--- src/rtl/lsr_pkg.sv ---
package lsr_pkg;

  typedef enum logic [2:0] {
    ST_IDLE    = 3'd0,
    ST_GROUP   = 3'd1,
    ST_COMBINE = 3'd2,
    ST_TAIL    = 3'd3,
    ST_DONE    = 3'd4
  } lsr_state_e;

endpackage

--- src/rtl/lsr_ctrl.sv ---
module lsr_ctrl
  import lsr_pkg::*;
#(
  parameter int LEN_W  = 16,
  parameter int LANES  = 4,
  localparam int LANE_W = $clog2(LANES)
) (
  input  logic              clk_i,
  input  logic              rst_ni,
  input  logic              start_i,
  input  logic [LEN_W-1:0]  len_i,
  input  logic              elem_valid_i,
  output lsr_state_e        state_o,
  output logic              elem_ready_o,
  output logic              clr_o,
  output logic              grp_take_o,
  output logic              tail_take_o,
  output logic              fold_o,
  output logic [LANE_W-1:0] lane_o,
  output logic              done_o
);

  localparam logic [LEN_W-1:0]  LEN_ONE  = LEN_W'(1);
  localparam logic [LANE_W-1:0] LANE_ONE = LANE_W'(1);

  lsr_state_e        state_q, state_d;
  logic [LEN_W-1:0]  grp_left_q, grp_left_d;
  logic [LANE_W-1:0] tail_left_q, tail_left_d;
  logic [LANE_W-1:0] lane_q, lane_d;
  logic              take;
  logic              accept;
  logic              grp_nonzero;

  assign elem_ready_o = (state_q == ST_GROUP) || (state_q == ST_TAIL);
  assign take         = elem_valid_i && elem_ready_o;
  assign accept       = (state_q == ST_IDLE) && start_i;
  assign grp_nonzero  = |len_i[LEN_W-1:LANE_W];

  assign clr_o       = accept;
  assign grp_take_o  = take && (state_q == ST_GROUP);
  assign tail_take_o = take && (state_q == ST_TAIL);
  assign fold_o      = (state_q == ST_COMBINE);
  assign done_o      = (state_q == ST_DONE);
  assign lane_o      = lane_q;
  assign state_o     = state_q;

  // next-state logic
  always_comb begin
    state_d = state_q;
    unique case (state_q)
      ST_IDLE: begin
        if (start_i) state_d = grp_nonzero ? ST_GROUP : ST_COMBINE;
      end
      ST_GROUP: begin
        if (take && (grp_left_q == LEN_ONE)) state_d = ST_COMBINE;
      end
      ST_COMBINE: begin
        state_d = (tail_left_q != '0) ? ST_TAIL : ST_DONE;
      end
      ST_TAIL: begin
        if (take && (tail_left_q == LANE_ONE)) state_d = ST_DONE;
      end
      ST_DONE: state_d = ST_IDLE;
      default: state_d = ST_IDLE;
    endcase
  end

  // counter next values
  always_comb begin
    grp_left_d  = grp_left_q;
    tail_left_d = tail_left_q;
    lane_d      = lane_q;
    if (accept) begin
      grp_left_d  = {len_i[LEN_W-1:LANE_W], {LANE_W{1'b0}}};
      tail_left_d = len_i[LANE_W-1:0];
      lane_d      = '0;
    end else begin
      if (grp_take_o) begin
        grp_left_d = grp_left_q - LEN_ONE;
        lane_d     = lane_q + LANE_ONE;
      end
      if (tail_take_o) tail_left_d = tail_left_q - LANE_ONE;
    end
  end

  // registers
  always_ff @(posedge clk_i or negedge rst_ni) begin
    if (!rst_ni) begin
      state_q     <= ST_IDLE;
      grp_left_q  <= '0;
      tail_left_q <= '0;
      lane_q      <= '0;
    end else begin
      state_q <= state_d;
      if (accept || grp_take_o) begin
        grp_left_q <= grp_left_d;
        lane_q     <= lane_d;
      end
      if (accept || tail_take_o) tail_left_q <= tail_left_d;
    end
  end

endmodule

--- src/rtl/lsr_lanes.sv ---
module lsr_lanes #(
  parameter int DATA_W = 32,
  parameter int LANES  = 4,
  localparam int LANE_W = $clog2(LANES)
) (
  input  logic                          clk_i,
  input  logic                          rst_ni,
  input  logic                          clr_i,
  input  logic                          take_i,
  input  logic [LANE_W-1:0]             lane_i,
  input  logic [DATA_W-1:0]             data_i,
  output logic [LANES-1:0][DATA_W-1:0]  part_o
);

  for (genvar k = 0; k < LANES; k++) begin : g_lane
    logic              en;
    logic [DATA_W-1:0] acc_q, acc_d;

    assign en = clr_i || (take_i && (lane_i == LANE_W'(k)));

    always_comb begin
      if (clr_i) acc_d = '0;
      else       acc_d = acc_q + data_i;
    end

    always_ff @(posedge clk_i or negedge rst_ni) begin
      if (!rst_ni)  acc_q <= '0;
      else if (en)  acc_q <= acc_d;
    end

    assign part_o[k] = acc_q;
  end

endmodule

--- src/rtl/lsr_total.sv ---
module lsr_total #(
  parameter int DATA_W = 32,
  parameter int LANES  = 4
) (
  input  logic                          clk_i,
  input  logic                          rst_ni,
  input  logic                          fold_i,
  input  logic                          add_i,
  input  logic [DATA_W-1:0]             data_i,
  input  logic [LANES-1:0][DATA_W-1:0]  part_i,
  output logic [DATA_W-1:0]             total_o
);

  logic [DATA_W-1:0] folded;
  logic [DATA_W-1:0] total_q, total_d;
  logic              en;

  always_comb begin
    folded = '0;
    for (int k = 0; k < LANES; k++) folded = folded + part_i[k];
  end

  assign en = fold_i || add_i;

  always_comb begin
    if (fold_i) total_d = folded;
    else        total_d = total_q + data_i;
  end

  always_ff @(posedge clk_i or negedge rst_ni) begin
    if (!rst_ni)  total_q <= '0;
    else if (en)  total_q <= total_d;
  end

  assign total_o = total_q;

endmodule

--- src/rtl/lane_sum_reducer.sv ---
module lane_sum_reducer
  import lsr_pkg::*;
#(
  parameter int DATA_W = 32,
  parameter int LEN_W  = 16,
  parameter int LANES  = 4
) (
  input  logic              clk_i,
  input  logic              rst_ni,
  input  logic              start_i,
  input  logic [LEN_W-1:0]  len_i,
  input  logic              elem_valid_i,
  input  logic [DATA_W-1:0] elem_data_i,
  output logic              elem_ready_o,
  output logic              done_o,
  output logic [DATA_W-1:0] sum_o
);

  localparam int LANE_W = $clog2(LANES);

  lsr_state_e                    state_q;
  logic                          clr;
  logic                          grp_take;
  logic                          tail_take;
  logic                          fold;
  logic [LANE_W-1:0]             lane_q;
  logic [LANES-1:0][DATA_W-1:0]  part_q;

  lsr_ctrl #(
    .LEN_W (LEN_W),
    .LANES (LANES)
  ) u_ctrl (
    .clk_i        (clk_i),
    .rst_ni       (rst_ni),
    .start_i      (start_i),
    .len_i        (len_i),
    .elem_valid_i (elem_valid_i),
    .state_o      (state_q),
    .elem_ready_o (elem_ready_o),
    .clr_o        (clr),
    .grp_take_o   (grp_take),
    .tail_take_o  (tail_take),
    .fold_o       (fold),
    .lane_o       (lane_q),
    .done_o       (done_o)
  );

  lsr_lanes #(
    .DATA_W (DATA_W),
    .LANES  (LANES)
  ) u_lanes (
    .clk_i  (clk_i),
    .rst_ni (rst_ni),
    .clr_i  (clr),
    .take_i (grp_take),
    .lane_i (lane_q),
    .data_i (elem_data_i),
    .part_o (part_q)
  );

  lsr_total #(
    .DATA_W (DATA_W),
    .LANES  (LANES)
  ) u_total (
    .clk_i   (clk_i),
    .rst_ni  (rst_ni),
    .fold_i  (fold),
    .add_i   (tail_take),
    .data_i  (elem_data_i),
    .part_i  (part_q),
    .total_o (sum_o)
  );

endmodule

--- config.mk ---
export PLATFORM = sky130hd
export DESIGN_NAME = lane_sum_reducer
export DESIGN_NICKNAME = d
export VERILOG_FILES = /design/src/rtl/lsr_pkg.sv /design/src/rtl/lsr_ctrl.sv /design/src/rtl/lsr_lanes.sv /design/src/rtl/lsr_total.sv /design/src/rtl/lane_sum_reducer.sv
export SDC_FILE = /design/constraint.sdc
export NUM_CORES = 1
export LEC_CHECK = 0
export BUFFER_PORTS_ARGS = -buffer_cell sky130_fd_sc_hd__buf_4
export CAP_MARGIN = 30
export CORE_MARGIN = 1.5
export CORE_UTILIZATION = 45
export DETAILED_ROUTE_END_ITERATION = 12
export PLACE_DENSITY = 0.63
export RECOVER_POWER = 25
export SYNTH_ARGS = -nofsm -noshare
export SYNTH_HDL_FRONTEND = slang
export SYNTH_SLANG_ARGS = --single-unit
--- constraint.sdc ---
create_clock -name clk_i -period 9.9 [get_ports clk_i]
set_clock_uncertainty 0.15 [all_clocks]
set_input_delay 0.99 -clock clk_i [delete_from_list [all_inputs] [get_ports clk_i]]
set_output_delay 0.99 -clock clk_i [all_outputs]
set_load 0.005 [all_outputs]
==> impl_metrics.json <==
{
  "rsz0062_at_grt": "no",
  "drt_pre_antenna_iters": 5,
  "fin_nets": 2621,
  "avgSynthCellArea_um2": 8.19,
  "cts_tree": "done",
  "critPathLaunchType": "input port",
  "drt_iter0_markers": 1172,
  "yosysUniqueCellTypes": 89,
  "critPathMostFrequentCell": "buf_4",
  "power_density_nw_per_um2": 349,
  "dpl.hpwl_um": 40900,
  "worstPathMaxFanout": 63,
  "ys_ff_latch": 183,
  "cts_buffers": 17,
  "crit_slowest_cell": "clkbuf_1",
  "viasPerCell": 5.85,
  "dp_cells": 2821,
  "hold_path.class": "flop to flop",
  "antennaDiodeCount": 0,
  "layout_common_cells": "inv_1, ha_1, a21oi_1, dfrtp_1, nand3_1",
  "grt_pass1_vias": 16009,
  "syn-num-nets": 2589,
  "grt_start_max_net_pins": 66,
  "final_area_um2": 20400,
  "path_cells": "clkbuf_1, buf_4, buf_4",
  "drive_above_1_share_pct": 6.98,
  "crit_family": "buffers and inverters",
  "final.setup.tns_ns": 0,
  "crit_type": "input port to async pin",
  "vias": 16701,
  "synth_top_area_share_pct": 24.6,
  "max-cap-violations": 2,
  "fp.dieArea_um2": 42700,
  "post_drt_wl_per_cell_um": 18.4,
  "final-setup-viol-count": 0,
  "final_core_util_pct": 49.9,
  "cp-end-kind": "async pin",
  "postCtsHoldBufs": 0,
  "clock_sinks": 183,
  "slew_headroom_pct": -151,
  "root_buffer": "clkbuf_16",
  "crit_required_ns": 10.25,
  "rows": 74,
  "cts-htree-levels": 4,
  "core_area_um2": 40800,
  "worst_slew_pin_slew_ns": 3.76,
  "clkLatencyLatePin_ns": 0.47,
  "synth_edf_count": 0,
  "clk_pin_slew_worst_paths_ns": 0.07,
  "overflow": 0,
  "fmax_ghz": 0.195,
  "ys_seq_area_share_pct": 24.6,
  "status": "complete, but fails checks",
  "vdd_ir_drop_max_v": 0.000151,
  "grt_pass1_wl_um": 85000,
  "totalWireLength_um": 52600,
  "slew_violations": 123,
  "cts_resized": 0,
  "die-height_um": 207,
  "synth-main-ff-cell": "dfrtp_1",
  "ant_nets": 0,
  "rrSetupSlack_ns": 5.14,
  "start_util_pct": 45.7,
  "post-place-ws_ns": 5.24,
  "slowest_delay_ns": 2.59,
  "post-route-drc-count": 0,
  "track_usage_pct": 25.4,
  "netlist_top_cells_area": "dfrtp_1, ha_1, fa_1",
  "syn_inst": 2276,
  "fillers": 3996,
  "io-pin-count": 86,
  "ys_warn_count": 0,
  "final_common_cell": "inv_1",
  "violations": "capacitance limit, slew limit",
  "report.final.hold_viol_count": 0,
  "p_leak_nw": 9.48,
  "io_buffers": 85,
  "gp_congestion": 0.899,
  "die_x_um": 207,
  "placed_area_um2": 19800,
  "layout_setup_ws_ns": 4.77,
  "antenna_found_initial": 0,
  "post_cts_buffers": 0,
  "synthArstFlopShare_pct": 100,
  "yosysTopAreaCell": "dfrtp_1",
  "finalCritPeriodShare_pct": 51.8,
  "synth_area_um2": 18600,
  "critPathBufInv": 3,
  "arrival_ns": 5.47,
  "syn_to_final_growth_pct": 9.24,
  "final.min_clock_period_ns": 5.13,
  "fin_cells": 2853,
  "cts.path.max_buffers": 2
}
-- area by class of cell --
cell class              count  area [µm²]  area share (%)
multi-input cells        1786       12900            63.5
flip-flops and latches    183        4580            22.5
inverters                 221         830            4.07
repair buffers             99         748            3.67
well taps                 532         666            3.27
clock buffers              18         429            2.11
clock inverters            14         175           0.860
-- cells in the mapped netlist, types with 6 or more instances --
| cell type | count |
|---|---|
| nor2_1 | 125 |
| buf_1 | 12 |
| o21bai_1 | 16 |
| nor2b_1 | 23 |
| a31oi_1 | 27 |
| a21o_1 | 90 |
| mux2i_1 | 8 |
| and3_1 | 15 |
| a21oi_1 | 183 |
| inv_1 | 220 |
| o21a_1 | 21 |
| o21ai_0 | 151 |
| fa_1 | 67 |
| a22oi_1 | 8 |
| and2_1 | 6 |
| nor3b_1 | 7 |
| o31a_1 | 6 |
| o211ai_1 | 15 |
| nand2b_1 | 27 |
| o31ai_1 | 17 |
| nor4_1 | 8 |
| dfrtp_1 | 183 |
| clkbuf_1 | 71 |
| xor2_1 | 66 |
| xnor2_1 | 92 |
| nand3_1 | 169 |
| a211oi_1 | 43 |
| or3_1 | 8 |
| nor3_1 | 34 |
| ha_1 | 194 |
| nand2_1 | 154 |
| o21ai_1 | 72 |
| nand4_1 | 20 |
-- sequential cells by signal (all words and copies together), names as in the netlist --
signal                count
u_ctrl.grp_left_q        16
u_ctrl.lane_o             2
u_lanes.g_lane.acc_q    128
u_total.total_o          32
u_ctrl.tail_left_q        2
u_ctrl.state_o            3
-- power breakdown --
group / total (mW) / switching [mW] / internal [mW]
Combinational: 5.01 / 2.93 / 2.07
Sequential: 1.36 / 0.299 / 1.07
Clock: 0.738 / 0.338 / 0.400
-- worst paths after layout --
kind / start / endpoint / cells past startpoint
hold reg to reg: u_lanes.g_lane[1].acc_q[31] / u_lanes.g_lane[1].acc_q[31] / 1
setup / recovery: rst_ni / u_lanes.g_lane[3].acc_q[5] / 3
hold / removal: u_lanes.g_lane[1].acc_q[31] / u_lanes.g_lane[1].acc_q[31] / 1
max in group clk_i: u_lanes.g_lane[3].acc_q[1] / u_total.total_o[29] / 17
min in group asynchronous: rst_ni / u_total.total_o[27] / 1
setup reg to reg: u_lanes.g_lane[3].acc_q[1] / u_total.total_o[29] / 17
-- cells by family after synthesis --
logic type / count (synthesis) / share of synthesized area (%)
compound gates: 735 / 24.9
buf+inv: 307 / 6.22
xor+xnor: 158 / 7.42
simple gates: 622 / 16.1
mux: 10 / 0.550
flops: 183 / 24.6
fa+ha+maj: 261 / 20.2
-- worst register-to-register path: stages, from the launching register on --
cell,delay (ns)
dfrtp_1,0.41
inv_1,0.13
fa_1,0.44
fa_1,0.49
inv_1,0.04
ha_1,0.20
inv_1,0.09
fa_1,0.25
nor2b_4,0.05
o31a_1,0.30
o31ai_4,0.21
a31oi_1,0.22
o2111a_1,0.34
o311a_1,0.40
a311o_1,0.34
a21oi_2,0.15
xor2_1,0.16
o221ai_1,0.13
-- metrics by stage --
stage / power (mW) / hold WS (ns)
floorplan: 5.07 / 0.316
global placement: 6.21 / 0.331
detailed placement: 6.32 / 0.341
CTS: 7.09 / 0.350
global route: 7.83 / 0.386
finish: 7.11 / 0.345
-- per-layer routing --
layer	vias to the layer above	track usage (%)	routed length (µm)
met5	-	0	0
met4	0	6.55	811
met3	52	3.11	2720
met2	430	38.7	22600
met1	8027	37.9	26500
li1	8192	-	-
Power figures use the tool's default switching activity.
